## config.mk

```make
export PLATFORM = sky130hd
export DESIGN_NAME = msi_catcher
export DESIGN_NICKNAME = d
export VERILOG_FILES = /design/src/rtl/msi_pkg.sv /design/src/rtl/msi_regfile.sv /design/src/rtl/msi_doorbell.sv /design/src/rtl/msi_status.sv /design/src/rtl/msi_catcher.sv
export SDC_FILE = /design/constraint.sdc
export NUM_CORES = 1
export LEC_CHECK = 0
export BUFFER_PORTS_ARGS = -buffer_cell sky130_fd_sc_hd__buf_2
export CORE_MARGIN = 3
export CORE_UTILIZATION = 56
export DETAILED_ROUTE_END_ITERATION = 8
export PLACE_DENSITY = 0.8
export SETUP_SLACK_MARGIN = 0.3
export SLEW_MARGIN = 0
export SYNTH_ARGS = -nofsm -noshare
export SYNTH_HDL_FRONTEND = slang
export SYNTH_SLANG_ARGS = --single-unit
```

## constraint.sdc

```tcl
create_clock -name clk -period 2.25 [get_ports clk]
set_input_delay 0.225 -clock clk [delete_from_list [all_inputs] [get_ports clk]]
set_output_delay 0.225 -clock clk [all_outputs]
set_load 0.01 [all_outputs]
```

## src/rtl/msi_pkg.sv

```systemverilog
package msi_pkg;
  localparam int REG_AW  = 12;
  localparam int REG_DW  = 32;
  localparam int TGT_AW  = 64;

  localparam logic [REG_AW-1:0] OFF_TGT_LO = 12'h820;
  localparam logic [REG_AW-1:0] OFF_TGT_HI = 12'h824;
  localparam logic [REG_AW-1:0] OFF_ENABLE = 12'h828;
  localparam logic [REG_AW-1:0] OFF_MASK   = 12'h82C;
  localparam logic [REG_AW-1:0] OFF_STATUS = 12'h830;

  function automatic logic is_doorbell_size(input logic [2:0] len, input int bytes);
    return len == 3'(bytes);
  endfunction
endpackage

```

## src/rtl/msi_regfile.sv

```systemverilog
module msi_regfile
  import msi_pkg::*;
#(
  parameter int NVEC = 32
) (
  input  logic              clk,
  input  logic              rst_n,
  input  logic              wr_en,
  input  logic              rd_en,
  input  logic [REG_AW-1:0] addr,
  input  logic [REG_DW-1:0] wdata,
  input  logic [NVEC-1:0]   status,
  output logic [TGT_AW-1:0] tgt_addr,
  output logic [NVEC-1:0]   enable,
  output logic [NVEC-1:0]   mask,
  output logic [NVEC-1:0]   clr_vec,
  output logic [REG_DW-1:0] rdata
);
  logic [REG_DW-1:0] rd_mux;

  always_ff @(posedge clk or negedge rst_n) begin
    if (!rst_n) begin
      tgt_addr <= '0;
      enable   <= '0;
      mask     <= '0;
    end else if (wr_en) begin
      case (addr)
        OFF_TGT_LO: tgt_addr[31:0]  <= wdata;
        OFF_TGT_HI: tgt_addr[63:32] <= wdata;
        OFF_ENABLE: enable          <= wdata[NVEC-1:0];
        OFF_MASK:   mask            <= wdata[NVEC-1:0];
        default: ;
      endcase
    end
  end

  assign clr_vec = (wr_en && addr == OFF_STATUS) ? wdata[NVEC-1:0] : '0;

  always_comb begin
    case (addr)
      OFF_TGT_LO: rd_mux = tgt_addr[31:0];
      OFF_TGT_HI: rd_mux = tgt_addr[63:32];
      OFF_ENABLE: rd_mux = REG_DW'(enable);
      OFF_MASK:   rd_mux = REG_DW'(mask);
      OFF_STATUS: rd_mux = REG_DW'(status);
      default:    rd_mux = '0;
    endcase
  end

  always_ff @(posedge clk or negedge rst_n) begin
    if (!rst_n)     rdata <= '0;
    else if (rd_en) rdata <= rd_mux;
  end
endmodule

```

## src/rtl/msi_doorbell.sv

```systemverilog
module msi_doorbell
  import msi_pkg::*;
#(
  parameter int NVEC           = 32,
  parameter int DOORBELL_BYTES = 4
) (
  input  logic              snoop_valid,
  input  logic [TGT_AW-1:0] snoop_addr,
  input  logic [REG_DW-1:0] snoop_data,
  input  logic [2:0]        snoop_len,
  input  logic [TGT_AW-1:0] tgt_addr,
  input  logic [NVEC-1:0]   enable,
  output logic              hit,
  output logic [NVEC-1:0]   set_vec
);
  localparam int IDXW = (NVEC > 1) ? $clog2(NVEC) : 1;

  function automatic logic [NVEC-1:0] vector_onehot(input logic [REG_DW-1:0] d);
    logic [NVEC-1:0] one;
    one = {{(NVEC-1){1'b0}}, 1'b1};
    if (d < REG_DW'(NVEC)) return one << d[IDXW-1:0];
    return '0;
  endfunction

  assign hit = snoop_valid
            && is_doorbell_size(snoop_len, DOORBELL_BYTES)
            && (snoop_addr == tgt_addr)
            && (|enable);

  assign set_vec = hit ? (vector_onehot(snoop_data) & enable) : '0;
endmodule

```

## src/rtl/msi_status.sv

```systemverilog
module msi_status #(
  parameter int NVEC = 32
) (
  input  logic            clk,
  input  logic            rst_n,
  input  logic [NVEC-1:0] set_vec,
  input  logic [NVEC-1:0] clr_vec,
  input  logic [NVEC-1:0] mask,
  output logic [NVEC-1:0] status,
  output logic            irq
);
  function automatic logic [NVEC-1:0] next_status(input logic [NVEC-1:0] cur,
                                                  input logic [NVEC-1:0] s,
                                                  input logic [NVEC-1:0] c);
    return (cur & ~c) | s;
  endfunction

  always_ff @(posedge clk or negedge rst_n) begin
    if (!rst_n) status <= '0;
    else        status <= next_status(status, set_vec, clr_vec);
  end

  assign irq = |(status & ~mask);
endmodule

```

## src/rtl/msi_catcher.sv

```systemverilog
module msi_catcher
  import msi_pkg::*;
#(
  parameter int NVEC           = 32,
  parameter int DOORBELL_BYTES = 4
) (
  input  logic              clk,
  input  logic              rst_n,
  input  logic              reg_wr_en,
  input  logic              reg_rd_en,
  input  logic [REG_AW-1:0] reg_addr,
  input  logic [REG_DW-1:0] reg_wdata,
  output logic [REG_DW-1:0] reg_rdata,
  input  logic              snoop_valid,
  input  logic [TGT_AW-1:0] snoop_addr,
  input  logic [REG_DW-1:0] snoop_data,
  input  logic [2:0]        snoop_len,
  output logic              irq_o
);
  logic [TGT_AW-1:0] tgt_addr_w;
  logic [NVEC-1:0]   enable_w;
  logic [NVEC-1:0]   mask_w;
  logic [NVEC-1:0]   clr_vec_w;
  logic [NVEC-1:0]   set_vec_w;
  logic [NVEC-1:0]   status_w;
  logic              hit_w;

  msi_regfile #(.NVEC(NVEC)) u_regs (
    .clk(clk), .rst_n(rst_n),
    .wr_en(reg_wr_en), .rd_en(reg_rd_en), .addr(reg_addr), .wdata(reg_wdata),
    .status(status_w),
    .tgt_addr(tgt_addr_w), .enable(enable_w), .mask(mask_w),
    .clr_vec(clr_vec_w), .rdata(reg_rdata)
  );

  msi_doorbell #(.NVEC(NVEC), .DOORBELL_BYTES(DOORBELL_BYTES)) u_door (
    .snoop_valid(snoop_valid), .snoop_addr(snoop_addr),
    .snoop_data(snoop_data), .snoop_len(snoop_len),
    .tgt_addr(tgt_addr_w), .enable(enable_w),
    .hit(hit_w), .set_vec(set_vec_w)
  );

  msi_status #(.NVEC(NVEC)) u_stat (
    .clk(clk), .rst_n(rst_n),
    .set_vec(set_vec_w), .clr_vec(clr_vec_w), .mask(mask_w),
    .status(status_w), .irq(irq_o)
  );
endmodule

```

=== Word level (Yosys, flattened, before mapping) ===
Cells that the tools add are included.

* Order comparisons: 1
* Eq/ne operators: 7
* Shift operators: 1
* Mux-type cells: 6
* Bitwise gates (word level): 6
* Reductions and logical operators: 10

{| class="wikitable"
|+ Operators by type and width
! operator !! number
|-
| $pmux 32 s5 || 1
|-
| $mux 32 || 4
|-
| $and 32x32->32 || 3
|-
| $eq 64x64->1 || 1
|-
| $not 32->32 || 2
|-
| $reduce_or 32->1 || 2
|-
| $eq 12x12->1 const B || 5
|-
| $lt 32x6->1 const B || 1
|-
| $or 32x32->32 || 1
|-
| $shl 1x5->32 const A || 1
|-
| $reduce_and 2->1 || 4
|-
| $logic_and 1x1->1 || 4
|-
| $eq 3x3->1 const B || 1
|-
| $mux 1 || 1
|}

* Register bits after elaboration: 192
* Output and inout port bits: 33
* Logic and storage cells: 37

=== Logic depth before layout (Yosys ltp) ===
Gate-level depths: netlist of run 1.

* Word-level depth: 6
* Depth in mapped cells: 8

=== Cells and area by module ===
From an unflattened synthesis of run 1, not the netlist that was laid out.

* Cell total of the unflattened synthesis: 906
* Area total of the unflattened synthesis: 10077.2 µm²

{| class="wikitable"
|+ Modules (own cells, without submodules)
! module !! instances !! cells an instance !! area each (µm²)
|-
| msi_regfile || 1 || 588 || 7475.9
|-
| msi_doorbell || 1 || 201 || 1308.8
|-
| msi_status || 1 || 117 || 1292.5
|}

=== Worst setup path after synthesis of run 1 ===
No wires, ideal clock.

* Path type: input -> register
* Start: input reg_addr[9]
* End: register u_regs.enable[21]
* Library setup time: 125 ps
* Arrival: 2081 ps
* Data required time: 2125 ps
* Slack: 44 ps
* Stages on the path: 7
* Path through: or4b_1 nor4_4 and3b_1 buf_2 nand2_2 buf_6 mux2_4

* Cells in the longest elaborated chain, start to end: 2

{| class="wikitable"
|+ RTL lines
! element !! line !! RTL
|-
| start: declaration || msi_catcher.sv:11 || <nowiki>input logic [REG_AW-1:0] reg_addr,</nowiki>
|-
| $eq 12x12->1 || msi_regfile.sv:27 || <nowiki>case (addr)</nowiki>
|-
| $reduce_and 2->1 (no line) || n/a ||
|-
| end signal: assignment || msi_regfile.sv:30 || <nowiki>OFF_ENABLE: enable <= wdata[NVEC-1:0];</nowiki>
|-
| end: declaration || msi_regfile.sv:14 || <nowiki>output logic [NVEC-1:0] enable,</nowiki>
|}

Every way passes these cells.
A chain may end at the register's enable or synchronous reset.

=== Worst setup path after layout of run 1 ===
* Start: register u_stat.status[22]
* End: output irq_o

* Cells in the longest elaborated chain, start to end: 2

{| class="wikitable"
|+ RTL lines
! element !! line !! RTL
|-
| start: declaration || msi_status.sv:9 || <nowiki>output logic [NVEC-1:0] status,</nowiki>
|-
| start signal: assignment || msi_status.sv:20 || <nowiki>else status <= next_status(status, set_vec, clr_vec);</nowiki>
|-
| $and 32x32->32 || msi_status.sv:23 || <nowiki>assign irq = |(status & ~mask);</nowiki>
|-
| $reduce_or 32->1 || msi_status.sv:23 ||
|-
| end: declaration || msi_catcher.sv:18 || <nowiki>output logic irq_o</nowiki>
|}

Every way passes these cells.

==> insert_results.sql, run 1 <==
INSERT INTO impl_metrics (metric_group, metric, value, unit) VALUES
('floorplan', 'die-height', '137.8', 'um'),
('floorplan', 'fp.dieW', '137.8', 'um'),
('placed_design', 'gp_congestion', '0.9654', ''),
('yosys', 'syn-num-nets', '1032', ''),
('global_route', 'via_count_of_the_first_global_routing_pass', '8643', ''),
('hold_path', 'holdCritPathClass', 'primary input to flip-flop', ''),
('placed_design', 'detailed_place_hpwl', '22.75', 'mm'),
('power', 'power_density_normalized_to_cell_area', '585.3', 'nW/um2'),
('timing', 'timing.final.crit_share', '101.3', '%'),
('route', 'initialDrtViolationCount', '1442', ''),
('timing', 'fmaxAchievable', '0.4389', 'GHz'),
('floorplan', 'boundaryPins', '181', ''),
('flow_run', 'drv.max_cap_violation_count', '0', ''),
('clock_network', 'ctsHtreeMaxLevel', '4', ''),
('worst_setup_path', 'worst-path-stages', '6', ''),
('floorplan', 'row_count', '47', ''),
('route', 'drt-total-wl', '33.56', 'mm'),
('global_route', 'largest_net_degree_at_the_start_of_global_routing', '59', ''),
('yosys', 'syn_avg_cell_area', '11.01', 'um2'),
('timing', 'timing.final.setup_violations', '1', ''),
('hold_path', 'min-delay-start', 'reg_wdata[6]', ''),
('yosys', 'synthesis.instances', '884', ''),
('timing', 'slew-limit-headroom', '44.65', '%'),
('clock_network', 'clkTransAtPathRegs', '0.07', 'ns'),
('clock_network', 'cts_tree', 'yes', ''),
('layout', 'layout-drive-gt1-share', '39.18', '%'),
('timing', 'fin_ws', '-0.02852', 'ns'),
('yosys', 'synth_simple_gate_area_share', '10.37', '%'),
('yosys', 'async_reset_ff_share', '100.0', '%'),
('status', 'status', 'complete, but fails checks', ''),
('timing', 'report.final.hold_viol_count', '0', ''),
('yosys', 'synth.top_cells.by_count', 'sky130_fd_sc_hd__dfrtp_1 (192), sky130_fd_sc_hd__mux2_2 (98), sky130_fd_sc_hd__a21oi_1 (62)', ''),
('worst_setup_path', 'critPathKind', 'flip-flop to primary output', ''),
('worst_setup_path', 'worst_path_max_delay_cell', 'sky130_fd_sc_hd__or4_4', ''),
('timing', 'slew_viol_final', '0', ''),
('yosys', 'synth_fa_ha_area_share', '0', '%'),
('placed_design', 'postPlaceCellArea', '11120', 'um2'),
('worst_setup_path', 'timing.critical_path.fanout_max', '2', ''),
('yosys', 'main_combinational_cell_family_by_area_after_synthesis', 'multiplexers', ''),
('yosys', 'synth_top_area_share', '49.36', '%'),
('yosys', 'synth_area', '9734', 'um2'),
('yosys', 'synth-edff-count', '0', ''),
('clock_network', 'cts_inserted_buffers', '17', ''),
('status', 'violated_checks', 'DRC, setup timing', ''),
('placed_design', 'placed_cells_incl_taps', '1273', ''),
('route', 'wire_per_inst', '25.40', 'um'),
('worst_setup_path', 'arrival', '2.05', 'ns'),
('route', 'drcViolationCount', '3', ''),
('yosys', 'post-synth-top-area-cell', 'sky130_fd_sc_hd__dfrtp_1', ''),
('timing', 'finalCriticalPeriod', '2.279', 'ns'),
('hold_path', 'worst_hold_depth', '2', ''),
('worst_setup_path', 'critical-path-max-stage-delay', '0.57', 'ns'),
('route', 'post_drt_via_cell_ratio', '6.650', ''),
('route', 'routed-via-count', '8784', ''),
('global_route', 'global_route_wire_length_before_repair', '49.89', 'mm'),
('layout', 'final_cell_area', '12190', 'um2'),
('power', 'worst_case_vdd_ir_drop', '0.0005704', 'V'),
('yosys', 'synth-main-ff-cell', 'sky130_fd_sc_hd__dfrtp_1', ''),
('worst_setup_path', 'r2r.worst_path.cells', '6', ''),
('worst_setup_path', 'startpoint_type', 'flip-flop', ''),
('worst_setup_path', 'critical_path.endpoint_type', 'primary output', ''),
('global_route', 'final_global_route_overflow_total', '0', ''),
('yosys', 'netlist-cell-type-count', '43', ''),
('clock_network', 'insertion_delay', '0.43', 'ns'),
('floorplan', 'floorplan.die_area', '19000', 'um2'),
('layout', 'stdcell_count', '1321', ''),
('yosys', 'synth-xor-area-share', '5.758', '%'),
('worst_setup_path', 'cp_num_buf_inv', '2', ''),
('placed_design', 'port_buffers', '180', ''),
('yosys', 'synthMostInstantiatedCell', 'sky130_fd_sc_hd__dfrtp_1', ''),
('route', 'drtAntennaViolNets', '0', '');
-- flip-flops by register name, indices dropped and copies added, names as in the netlist --
name             count
u_regs.enable       32
u_regs.mask         32
u_regs.rdata        32
u_regs.tgt_addr     64
u_stat.status       32
-- cells by family (layout without fill, tap and decap cells) --
family | Yosys count | in the layout
flops | 192 | 192
xor+xnor | 64 | 64
simple gates | 203 | 203
buf+inv | 88 | 304
mux | 160 | 160
compound gates | 177 | 177
other cells | 0 | 1
-- cell usage in the layout (no fill, tap or decap), types with 27 or more instances in the layout --
cell                       netlist  final
sky130_fd_sc_hd__inv_1          32     27
sky130_fd_sc_hd__xnor2_1        44     38
sky130_fd_sc_hd__mux2_2         98     98
sky130_fd_sc_hd__a222oi_1       32     32
sky130_fd_sc_hd__o21ai_0        32     32
sky130_fd_sc_hd__buf_4           0     45
sky130_fd_sc_hd__nor2_1         57     56
sky130_fd_sc_hd__nand2_1        52     52
sky130_fd_sc_hd__a21oi_1        62     62
sky130_fd_sc_hd__mux2i_1        32     32
sky130_fd_sc_hd__dfrtp_1       192    192
sky130_fd_sc_hd__buf_2           7    179
-- repair_timing --
action	in CTS	in global routing
hold buffers	1	0
pin swaps	26	25
endpoints found under the setup margin	33	33
gates resized for setup	53	5
gates cloned	3	1
endpoints found under the hold margin	53	0
buffers inserted	10	0
-- final cells by class --
class | count | area, um2
Clock inverter | 12 | 111.4
Antenna cell | 1 | 2.502
Inverter | 32 | 120.1
Timing Repair Buffer | 240 | 1494
Multi-Input combinational cell | 604 | 4926
Tap cell | 220 | 275.3
Fill cell | 1113 | 4628
Sequential cell | 192 | 4805
Clock buffer | 20 | 456.7
-- through the flow --
stage	setup slack [ns]	setup TNS, ns	utilization (%)	hold WS, ns	power, mW
final	-0.02852	-0.02852	72.48	0.07839	7.136
after global routing	-0.07667	-0.07667	72.47	0.08433	7.320
after CTS	-0.06104	-0.06104	72.19	0.06003	7.130
after detailed placement	-0.03294	-1.163	66.14	0.2292	4.224
after global placement	0.03309	0	66.14	0.2287	4.212
after floorplan	0.09129	0	-	-0.07059	3.811
-- where the power goes --
| group | internal (mW) | leakage (nW) | switching [mW] |
|---|---|---|---|
| sequential | 3.50 | 2.48 | 0.0414 |
| combinational | 0.249 | 3.21 | 0.396 |
| clock | 1.59 | 0.261 | 1.36 |
-- routing by layer --
layer | vias to the layer above | wire, um | global-route usage [%]
li1 | 3646 | - | -
met1 | 4279 | 12290 | 46.29
met2 | 692 | 15210 | 54.42
met3 | 167 | 4063 | 9.752
met4 | 0 | 1992 | 18.06
met5 | - | 0 | 0
-- path summary, 6_finish.rpt --
check                      slack, ns                         endpoint
max                            -0.03                            irq_o
min                             0.08     u_regs.enable[6]$_DFFE_PN0P_
max reg2reg                     0.11      u_stat.status[21]$_DFF_PN0_
min reg2reg                     0.52      u_regs.rdata[4]$_DFFE_PN0P_
max in group asynchronous       1.14  u_regs.tgt_addr[44]$_DFFE_PN0P_
min in group asynchronous       0.31  u_regs.tgt_addr[32]$_DFFE_PN0P_
(Power assumes the default switching activity.)
==> run 2: changes to the inputs <==
Settings changed: ABC_AREA set to 1, CORE_UTILIZATION 56 to 57, CTS_CLUSTER_DIAMETER set to 150, PLACE_DENSITY 0.8 to 0.81.
Clock period 2.25 ns to 2.5 ns, I/O delays scaled along.
==> insert_results.sql, run 2 <==
INSERT INTO impl_metrics (metric_group, metric, value, unit) VALUES
('yosys', 'syn-num-nets', '1654', ''),
('global_route', 'largest_net_degree_at_the_start_of_global_routing', '66', ''),
('clock_network', 'cts_setup_buffers', '0', ''),
('yosys', 'synth-warning-count', '0', ''),
('worst_setup_path', 'worst_path_max_delay_cell', 'sky130_fd_sc_hd__dfrtp_1', ''),
('power', 'worst_case_vdd_ir_drop', '0.0005092', 'V'),
('route', 'wire_per_inst', '16.29', 'um'),
('clock_network', 'root_buffer', 'sky130_fd_sc_hd__clkbuf_16', ''),
('yosys', 'yosys-top-cells-area', 'sky130_fd_sc_hd__dfrtp_1 (45%), sky130_fd_sc_hd__nand2_1 (18%), sky130_fd_sc_hd__o21ai_1 (6.4%)', ''),
('layout', 'final_common_cell', 'sky130_fd_sc_hd__nand2_1', ''),
('layout', 'largest_register_ff_count', '64', ''),
('clock_network', 'cts_tree', 'yes', ''),
('yosys', 'synth.top_cells.by_count', 'sky130_fd_sc_hd__nand2_1 (510), sky130_fd_sc_hd__dfrtp_1 (192), sky130_fd_sc_hd__nor2_1 (168)', ''),
('clock_network', 'cts_inserted_buffers', '17', ''),
('yosys', 'synth-edff-count', '0', ''),
('power', 'p_leak', '6.471', 'nW'),
('status', 'status', 'finished, final reports clean', ''),
('worst_setup_path', 'critical-path-max-stage-delay', '0.38', 'ns'),
('timing', 'grt_setup_unrepaired', 'false', ''),
('global_route', 'grtUsageTotal', '31.01', '%'),
('floorplan', 'floorplan.core_area', '18210', 'um2'),
('clock_network', 'clkTransAtPathRegs', '0.07', 'ns'),
('route', 'drt-total-wl', '30.97', 'mm'),
('layout', 'mostFrequentLayoutCells', 'sky130_fd_sc_hd__nand2_1 (510), sky130_fd_sc_hd__dfrtp_1 (192), sky130_fd_sc_hd__buf_2 (179)', ''),
('route', 'routed-via-count', '10549', ''),
('floorplan', 'row_count', '49', ''),
('yosys', 'synth-main-ff-cell', 'sky130_fd_sc_hd__dfrtp_1', ''),
('global_route', 'grt_antenna_before_repair', '1', ''),
('route', 'post_drt_via_cell_ratio', '5.549', ''),
('route', 'dr.pass1.iters', '6', ''),
('worst_setup_path', 'timing.critical_path.fanout_max', '2', ''),
('worst_setup_path', 'cp_data_required_time', '2.25', 'ns'),
('placed_design', 'port_buffers', '180', ''),
('yosys', 'syn_avg_cell_area', '7.092', 'um2'),
('timing', 'setup-tns-final', '0', 'ns'),
('yosys', 'synth.yosys.seq_area_share', '44.99', '%'),
('flow_run', 'drv.max_cap_violation_count', '0', ''),
('global_route', 'via_count_of_the_first_global_routing_pass', '9958', ''),
('placed_design', 'gp_congestion', '0.9439', ''),
('clock_network', 'ctsHtreeMaxLevel', '4', ''),
('route', 'drtAntennaViolNets', '0', ''),
('timing', 'report.final.hold_viol_count', '0', ''),
('timing', 'timing.final.crit_share', '84.24', '%'),
('yosys', 'post-synth-top-area-cell', 'sky130_fd_sc_hd__dfrtp_1', ''),
('layout', 'flow.area_growth_from_synthesis', '14.76', '%'),
('timing', 'fin_skew', '0.009171', 'ns'),
('floorplan', 'start_util', '58.65', '%'),
('yosys', 'synthMostInstantiatedCell', 'sky130_fd_sc_hd__nand2_1', ''),
('worst_setup_path', 'critical_path.endpoint_type', 'primary output', ''),
('timing', 'finalCriticalPeriod', '2.106', 'ns'),
('layout', 'largest-register', 'u_regs.tgt_addr', ''),
('global_route', 'final_global_route_overflow_total', '0', ''),
('placed_design', 'detailed_place_hpwl', '22.23', 'mm'),
('clock_network', 'insertion_delay', '0.44', 'ns'),
('floorplan', 'boundaryPins', '181', ''),
('worst_setup_path', 'arrival', '1.86', 'ns'),
('worst_setup_path', 'critPathKind', 'flip-flop to primary output', ''),
('worst_setup_path', 'critPathTopFamily', 'simple AND/OR/NAND/NOR gates', ''),
('floorplan', 'die-height', '142.9', 'um'),
('timing', 'slew-limit-headroom', '18.98', '%'),
('layout', 'layout.nets', '1806', ''),
('placed_design', 'postPlaceCellArea', '11650', 'um2'),
('route', 'initialDrtViolationCount', '1122', ''),
('timing', 'timing.final.setup_violations', '0', ''),
('worst_setup_path', 'cp_num_buf_inv', '3', ''),
('layout', 'multi_input_comb_area', '4895', 'um2'),
('timing', 'timing_worst_slew_pin_value', '1.214', 'ns'),
('worst_setup_path', 'startpoint_type', 'flip-flop', ''),
('layout', 'register_area', '4805', 'um2'),
('floorplan', 'floorplan.die_area', '20420', 'um2'),
('yosys', 'synth_area', '10680', 'um2'),
('layout', 'final_core_util', '67.31', '%'),
('timing', 'slew_viol_final', '0', ''),
('yosys', 'synth_top_area_share', '44.99', '%'),
('clock_network', 'clock-sinks', '192', ''),
('layout', 'layout-drive-gt1-share', '15.62', '%'),
('worst_setup_path', 'path_cells', 'inv_1 > or2_2 > o21ai_0 > nor4_1 > buf_4 > nand4_1 > buf_2', ''),
('layout', 'fill_cell_total_of_the_finished_layout', '1557', ''),
('power', 'power_density_normalized_to_cell_area', '514.1', 'nW/um2'),
('yosys', 'async_reset_ff_share', '100.0', '%'),
('floorplan', 'fp.dieW', '142.9', 'um'),
('yosys', 'netlist-cell-type-count', '31', ''),
('timing', 'fmaxAchievable', '0.4748', 'GHz'),
('global_route', 'global_route_wire_length_before_repair', '49.74', 'mm'),
('layout', 'final_cell_area', '12260', 'um2'),
('hold_path', 'holdCritPathClass', 'primary input to flip-flop', ''),
('clock_network', 'clock_path_buffers', '2', ''),
('yosys', 'flops_latches_synth', '192', ''),
('yosys', 'synthesis.instances', '1506', ''),
('route', 'drcViolationCount', '0', '');
## run 2: changes by cell type after synthesis, moves of 34 or more
cell                      change
sky130_fd_sc_hd__nand2_1    +458
sky130_fd_sc_hd__xnor2_1     -34
sky130_fd_sc_hd__nand3_1    +108
sky130_fd_sc_hd__nor2_1     +111
sky130_fd_sc_hd__mux2_2      -98
sky130_fd_sc_hd__inv_1      +115
sky130_fd_sc_hd__o21ai_0     +43
sky130_fd_sc_hd__o21ai_1    +137
sky130_fd_sc_hd__a21oi_1     -60
## run 2: cells by family after synthesis
family,after synthesis,synth area share [%]
DFF,192,44.99
AOI/OAI and AO/OA,223,10.56
xor gates and xnor gates,27,2.214
buffers and inverters,221,9.302
and+or+nand+nor,843,32.94
## run 2: stage by stage
stage	hold WS (ns)	worst slack, ns	std cells	power [mW]
floorplan	-0.04559	1.117	1506	3.365
global placement	0.2910	0.5378	1867	3.623
detailed placement	0.2929	0.4256	1867	3.631
CTS	0.1150	0.3735	1900	6.315
global route	0.1350	0.3243	1900	6.483
finish	0.1245	0.3941	1901	6.301
## run 2: worst paths after layout
check / from / to / slack [ns] / depth (start not counted)
max reg2reg: u_regs.tgt_addr[4]$_DFFE_PN0P_ / u_stat.status[31]$_DFF_PN0_ / 0.60 / 9
max in group asynchronous: rst_n / u_stat.status[21]$_DFF_PN0_ / 1.40 / 3
min in group asynchronous: rst_n / u_regs.rdata[27]$_DFFE_PN0P_ / 0.35 / 2
min reg2reg: u_regs.rdata[15]$_DFFE_PN0P_ / u_regs.rdata[15]$_DFFE_PN0P_ / 0.48 / 2
max: u_stat.status[9]$_DFF_PN0_ / irq_o / 0.39 / 7
min: reg_wdata[7] / u_regs.mask[7]$_DFFE_PN0P_ / 0.12 / 3
## run 2: power by group
group / switching [mW] / internal, mW / total, mW
clock network: 1.19 / 1.54 / 2.73
logic: 0.287 / 0.157 / 0.443
registers: 0.0118 / 3.12 / 3.13
total: 1.49 / 4.81 / 6.30
## run 2: layer usage
layer / up-vias / track usage [%] / routed length (um)
li1: 5071 / - / -
met1: 4897 / 42.95 / 13220
met2: 498 / 49.13 / 14240
met3: 81 / 5.727 / 2625
met4: 2 / 11.46 / 883
met5: - / 0 / 7
## run 2: final cells by class
class	count	share of cell area [%]
multi-input combinational	1093	39.93
sequential	192	39.20
timing repair buffer	202	8.993
inverter	152	4.696
clock buffer	25	4.206
tap	229	2.338
clock inverter	7	0.6125
antenna	1	0.02042
## run 2: repair_timing
| action | in CTS | in global routing |
|---|---|---|
| hold buffers | 1 | 0 |
| pin swaps | 0 | 1 |
| endpoints found under the hold margin | 61 | 0 |
| endpoints found under the setup margin | 1 | 1 |
| gates resized for setup | 1 | 0 |
## run 2: worst reg2reg max path, cell delays in order (launching register included)
cell and delay (ns):
sky130_fd_sc_hd__dfrtp_1 0.43, sky130_fd_sc_hd__inv_1 0.06, sky130_fd_sc_hd__nand2_1 0.05, sky130_fd_sc_hd__nand2_1 0.05, sky130_fd_sc_hd__nor2_1 0.13, sky130_fd_sc_hd__nand4_1 0.26
sky130_fd_sc_hd__nor3_4 0.25, sky130_fd_sc_hd__buf_4 0.33, sky130_fd_sc_hd__nand3_1 0.18, sky130_fd_sc_hd__nand2_1 0.10
==> run 3: changes to the inputs <==
Settings changed: ABC_AREA 1 to 0, CORE_UTILIZATION 57 to 56, PLACE_DENSITY 0.81 to 0.8.
Clock period 2.5 ns to 2.1 ns, I/O delays scaled along.
==> insert_results.sql, run 3 (same netlist as run 1, synthesis figures left out) <==
INSERT INTO impl_metrics (metric_group, metric, value, unit) VALUES
('power', 'p_leak', '6.366', 'nW'),
('global_route', 'grtUsageMet2', '54.77', '%'),
('route', 'dr.pass1.iters', '9', ''),
('worst_setup_path', 'cp_data_required_time', '1.89', 'ns'),
('route', 'drcViolationCount', '4', ''),
('status', 'violated_checks', 'DRC, setup timing', ''),
('global_route', 'grt_busiest_layer', 'met2', ''),
('clock_network', 'insertion_delay', '0.46', 'ns'),
('clock_network', 'cts_inserted_buffers', '17', ''),
('route', 'drt-total-wl', '39.28', 'mm'),
('clock_network', 'root_buffer', 'sky130_fd_sc_hd__clkbuf_16', ''),
('timing', 'slew_viol_final', '0', ''),
('placed_design', 'placed_cells_incl_taps', '1288', ''),
('timing', 'fin_skew', '0.01762', 'ns'),
('timing', 'fin_ws', '-0.2884', 'ns'),
('layout', 'layout.nets', '1260', ''),
('global_route', 'grtUsageTotal', '36.11', '%'),
('layout', 'fill_cell_total_of_the_finished_layout', '978', ''),
('global_route', 'final_global_route_overflow_total', '0', ''),
('route', 'initialDrtViolationCount', '1867', ''),
('hold_path', 'worst_hold_depth', '2', ''),
('layout', 'register_area', '4805', 'um2'),
('global_route', 'largest_net_degree_at_the_start_of_global_routing', '68', ''),
('worst_setup_path', 'timing.critical_path.fanout_max', '2', ''),
('clock_network', 'clkTransAtPathRegs', '0.08', 'ns'),
('flow_run', 'drv.max_cap_violation_count', '0', ''),
('route', 'routed-via-count', '9620', ''),
('hold_path', 'holdCritPathClass', 'primary input to flip-flop', ''),
('layout', 'stdcell_count', '1345', ''),
('clock_network', 'ctsHtreeMaxLevel', '4', ''),
('placed_design', 'port_buffers', '180', ''),
('timing', 'timing.final.crit_share', '113.7', '%'),
('layout', 'final_core_util', '76.95', '%'),
('floorplan', 'floorplan.die_area', '19000', 'um2'),
('placed_design', 'detailed_place_hpwl', '22.56', 'mm'),
('route', 'post_drt_via_cell_ratio', '7.152', ''),
('floorplan', 'row_count', '47', ''),
('floorplan', 'floorplan.core_area', '16820', 'um2'),
('global_route', 'via_count_of_the_first_global_routing_pass', '8790', ''),
('route', 'drtAntennaViolNets', '0', ''),
('worst_setup_path', 'reg2reg_setup_slack', '-0.19', 'ns'),
('floorplan', 'start_util', '57.88', '%'),
('floorplan', 'boundaryPins', '181', ''),
('status', 'status', 'complete, but fails checks', ''),
('worst_setup_path', 'worstReg2RegStart', 'u_regs.enable[9]$_DFFE_PN0P_', ''),
('timing', 'timing.final.setup_violations', '33', ''),
('hold_path', 'min-delay-start', 'reg_wdata[4]', ''),
('layout', 'largest-register', 'u_regs.tgt_addr', ''),
('worst_setup_path', 'critPathKind', 'flip-flop to primary output', ''),
('placed_design', 'dpl_worst_slack', '-0.1987', 'ns'),
('hold_path', 'worst_hold_path.endpoint', 'u_regs.enable[4]$_DFFE_PN0P_', ''),
('timing', 'grt_setup_unrepaired', 'true', ''),
('global_route', 'global_route.usage.met1', '45.60', '%'),
('global_route', 'groute.layer.met3.usage', '11.07', '%'),
('global_route', 'global_route_wire_length_before_repair', '50.79', 'mm'),
('clock_network', 'cts_tree', 'yes', ''),
('layout', 'flow.area_growth_from_synthesis', '32.94', '%'),
('timing', 'finalCriticalPeriod', '2.388', 'ns'),
('layout', 'layout-drive-gt1-share', '43.33', '%'),
('power', 'power_density_normalized_to_cell_area', '607.7', 'nW/um2'),
('worst_setup_path', 'arrival', '2.18', 'ns'),
('worst_setup_path', 'r2r.worst_path.cells', '8', ''),
('route', 'wire_per_inst', '29.20', 'um'),
('layout', 'largest_register_ff_count', '64', ''),
('timing', 'fmaxAchievable', '0.4187', 'GHz'),
('floorplan', 'die-height', '137.8', 'um'),
('worst_setup_path', 'critical_path.endpoint_type', 'primary output', ''),
('placed_design', 'gp_congestion', '0.9571', ''),
('clock_network', 'clock-sinks', '192', ''),
('timing', 'report.final.hold_viol_count', '0', ''),
('worst_setup_path', 'startpoint_type', 'flip-flop', ''),
('global_route', 'grt_antenna_before_repair', '3', ''),
('layout', 'final_common_cell', 'sky130_fd_sc_hd__dfrtp_1', ''),
('power', 'worst_case_vdd_ir_drop', '0.0006403', 'V'),
('floorplan', 'fp.dieW', '137.8', 'um'),
('worst_setup_path', 'regToRegEndpoint', 'u_stat.status[9]$_DFF_PN0_', ''),
('power', 'finalPower', '7.864', 'mW'),
('clock_network', 'clock_path_buffers', '2', ''),
('layout', 'mostFrequentLayoutCells', 'sky130_fd_sc_hd__dfrtp_1 (192), sky130_fd_sc_hd__buf_2 (177), sky130_fd_sc_hd__mux2_4 (65)', ''),
('layout', 'multi_input_comb_area', '5209', 'um2'),
('timing', 'timing_worst_slew_pin_value', '0.8446', 'ns'),
('timing', 'slew-limit-headroom', '43.26', '%');
==> run 3: changes by cell type in the layout (fill, tap and decap cells not counted), moves of 30 or more <==
cell / previous run / this run
sky130_fd_sc_hd__mux2_4: 0 / 65
sky130_fd_sc_hd__mux2i_1: 0 / 32
sky130_fd_sc_hd__o21ai_0: 75 / 32
sky130_fd_sc_hd__buf_4: 19 / 49
sky130_fd_sc_hd__inv_1: 147 / 26
sky130_fd_sc_hd__a21oi_1: 2 / 62
sky130_fd_sc_hd__nand2_1: 510 / 52
sky130_fd_sc_hd__mux2_2: 0 / 63
sky130_fd_sc_hd__nor2_1: 168 / 56
sky130_fd_sc_hd__o21ai_1: 137 / 0
sky130_fd_sc_hd__a222oi_1: 0 / 32
sky130_fd_sc_hd__nand3_1: 122 / 13
==> run 3: repair_timing <==
item                                   4_1_cts  5_1_grt
endpoints found under the hold margin       61        0
pin swaps                                   43       25
setup endpoints to repair                  114      109
resized for setup                           67       77
hold buffers                                 1        0
buffers inserted                             9        4
cloned                                       5        6
==> run 3: final cells by class <==
type / count / area share (%)
antenna: 1 / 0.01934
clock buffer: 22 / 3.664
multi-input combinational: 604 / 40.25
inverter: 32 / 0.9282
sequential: 192 / 37.13
timing repair buffer: 265 / 15.04
tap: 220 / 2.127
clock inverter: 9 / 0.8411
==> run 3: critical path, stage by stage, from the launching register on <==
cell                      delay, ns
sky130_fd_sc_hd__dfrtp_1       0.42
sky130_fd_sc_hd__inv_2         0.09
sky130_fd_sc_hd__o22ai_1       0.11
sky130_fd_sc_hd__or4_4         0.60
sky130_fd_sc_hd__nor4_4        0.19
sky130_fd_sc_hd__nand3_2       0.15
sky130_fd_sc_hd__buf_6         0.17
==> run 3: metal layers <==
metal	up-vias	share of wire, %
met5	-	0.066
met4	4	9.1
met3	348	16
met2	1018	42
met1	4570	33
li1	3680	-
==> run 3: stage by stage <==
stage	TNS (ns)	instance area, um2	hold WS (ns)
floorplan	-1.323	9811	-0.08559
global placement	-12.29	11310	0.2655
detailed placement	-24.85	11310	0.2680
CTS	-0.2069	12450	0.03947
global route	-4.174	12940	0.07389
finish	-5.020	12940	0.07113
==> run 3: worst max-delay path by stage <==
| stage | from | to | slack (ns) |
|---|---|---|---|
| after detailed placement | reg_addr[10] | u_regs.mask[0]$_DFFE_PN0P_ | -0.20 |
| after CTS | u_stat.status[19]$_DFF_PN0_ | irq_o | -0.21 |
| after floorplan | reg_addr[10] | u_regs.enable[10]$_DFFE_PN0P_ | -0.04 |
| after global placement | reg_addr[10] | u_regs.rdata[10]$_DFFE_PN0P_ | -0.14 |
| final | u_stat.status[19]$_DFF_PN0_ | irq_o | -0.29 |
| after global routing | u_stat.status[19]$_DFF_PN0_ | irq_o | -0.29 |
==> run 3: power breakdown <==
part / internal [mW] / switching (mW) / leakage [nW]
sequential: 3.75 / 0.0440 / 2.48
clock: 1.84 / 1.47 / 0.274
combinational: 0.290 / 0.464 / 3.61
total: 5.88 / 1.98 / 6.37
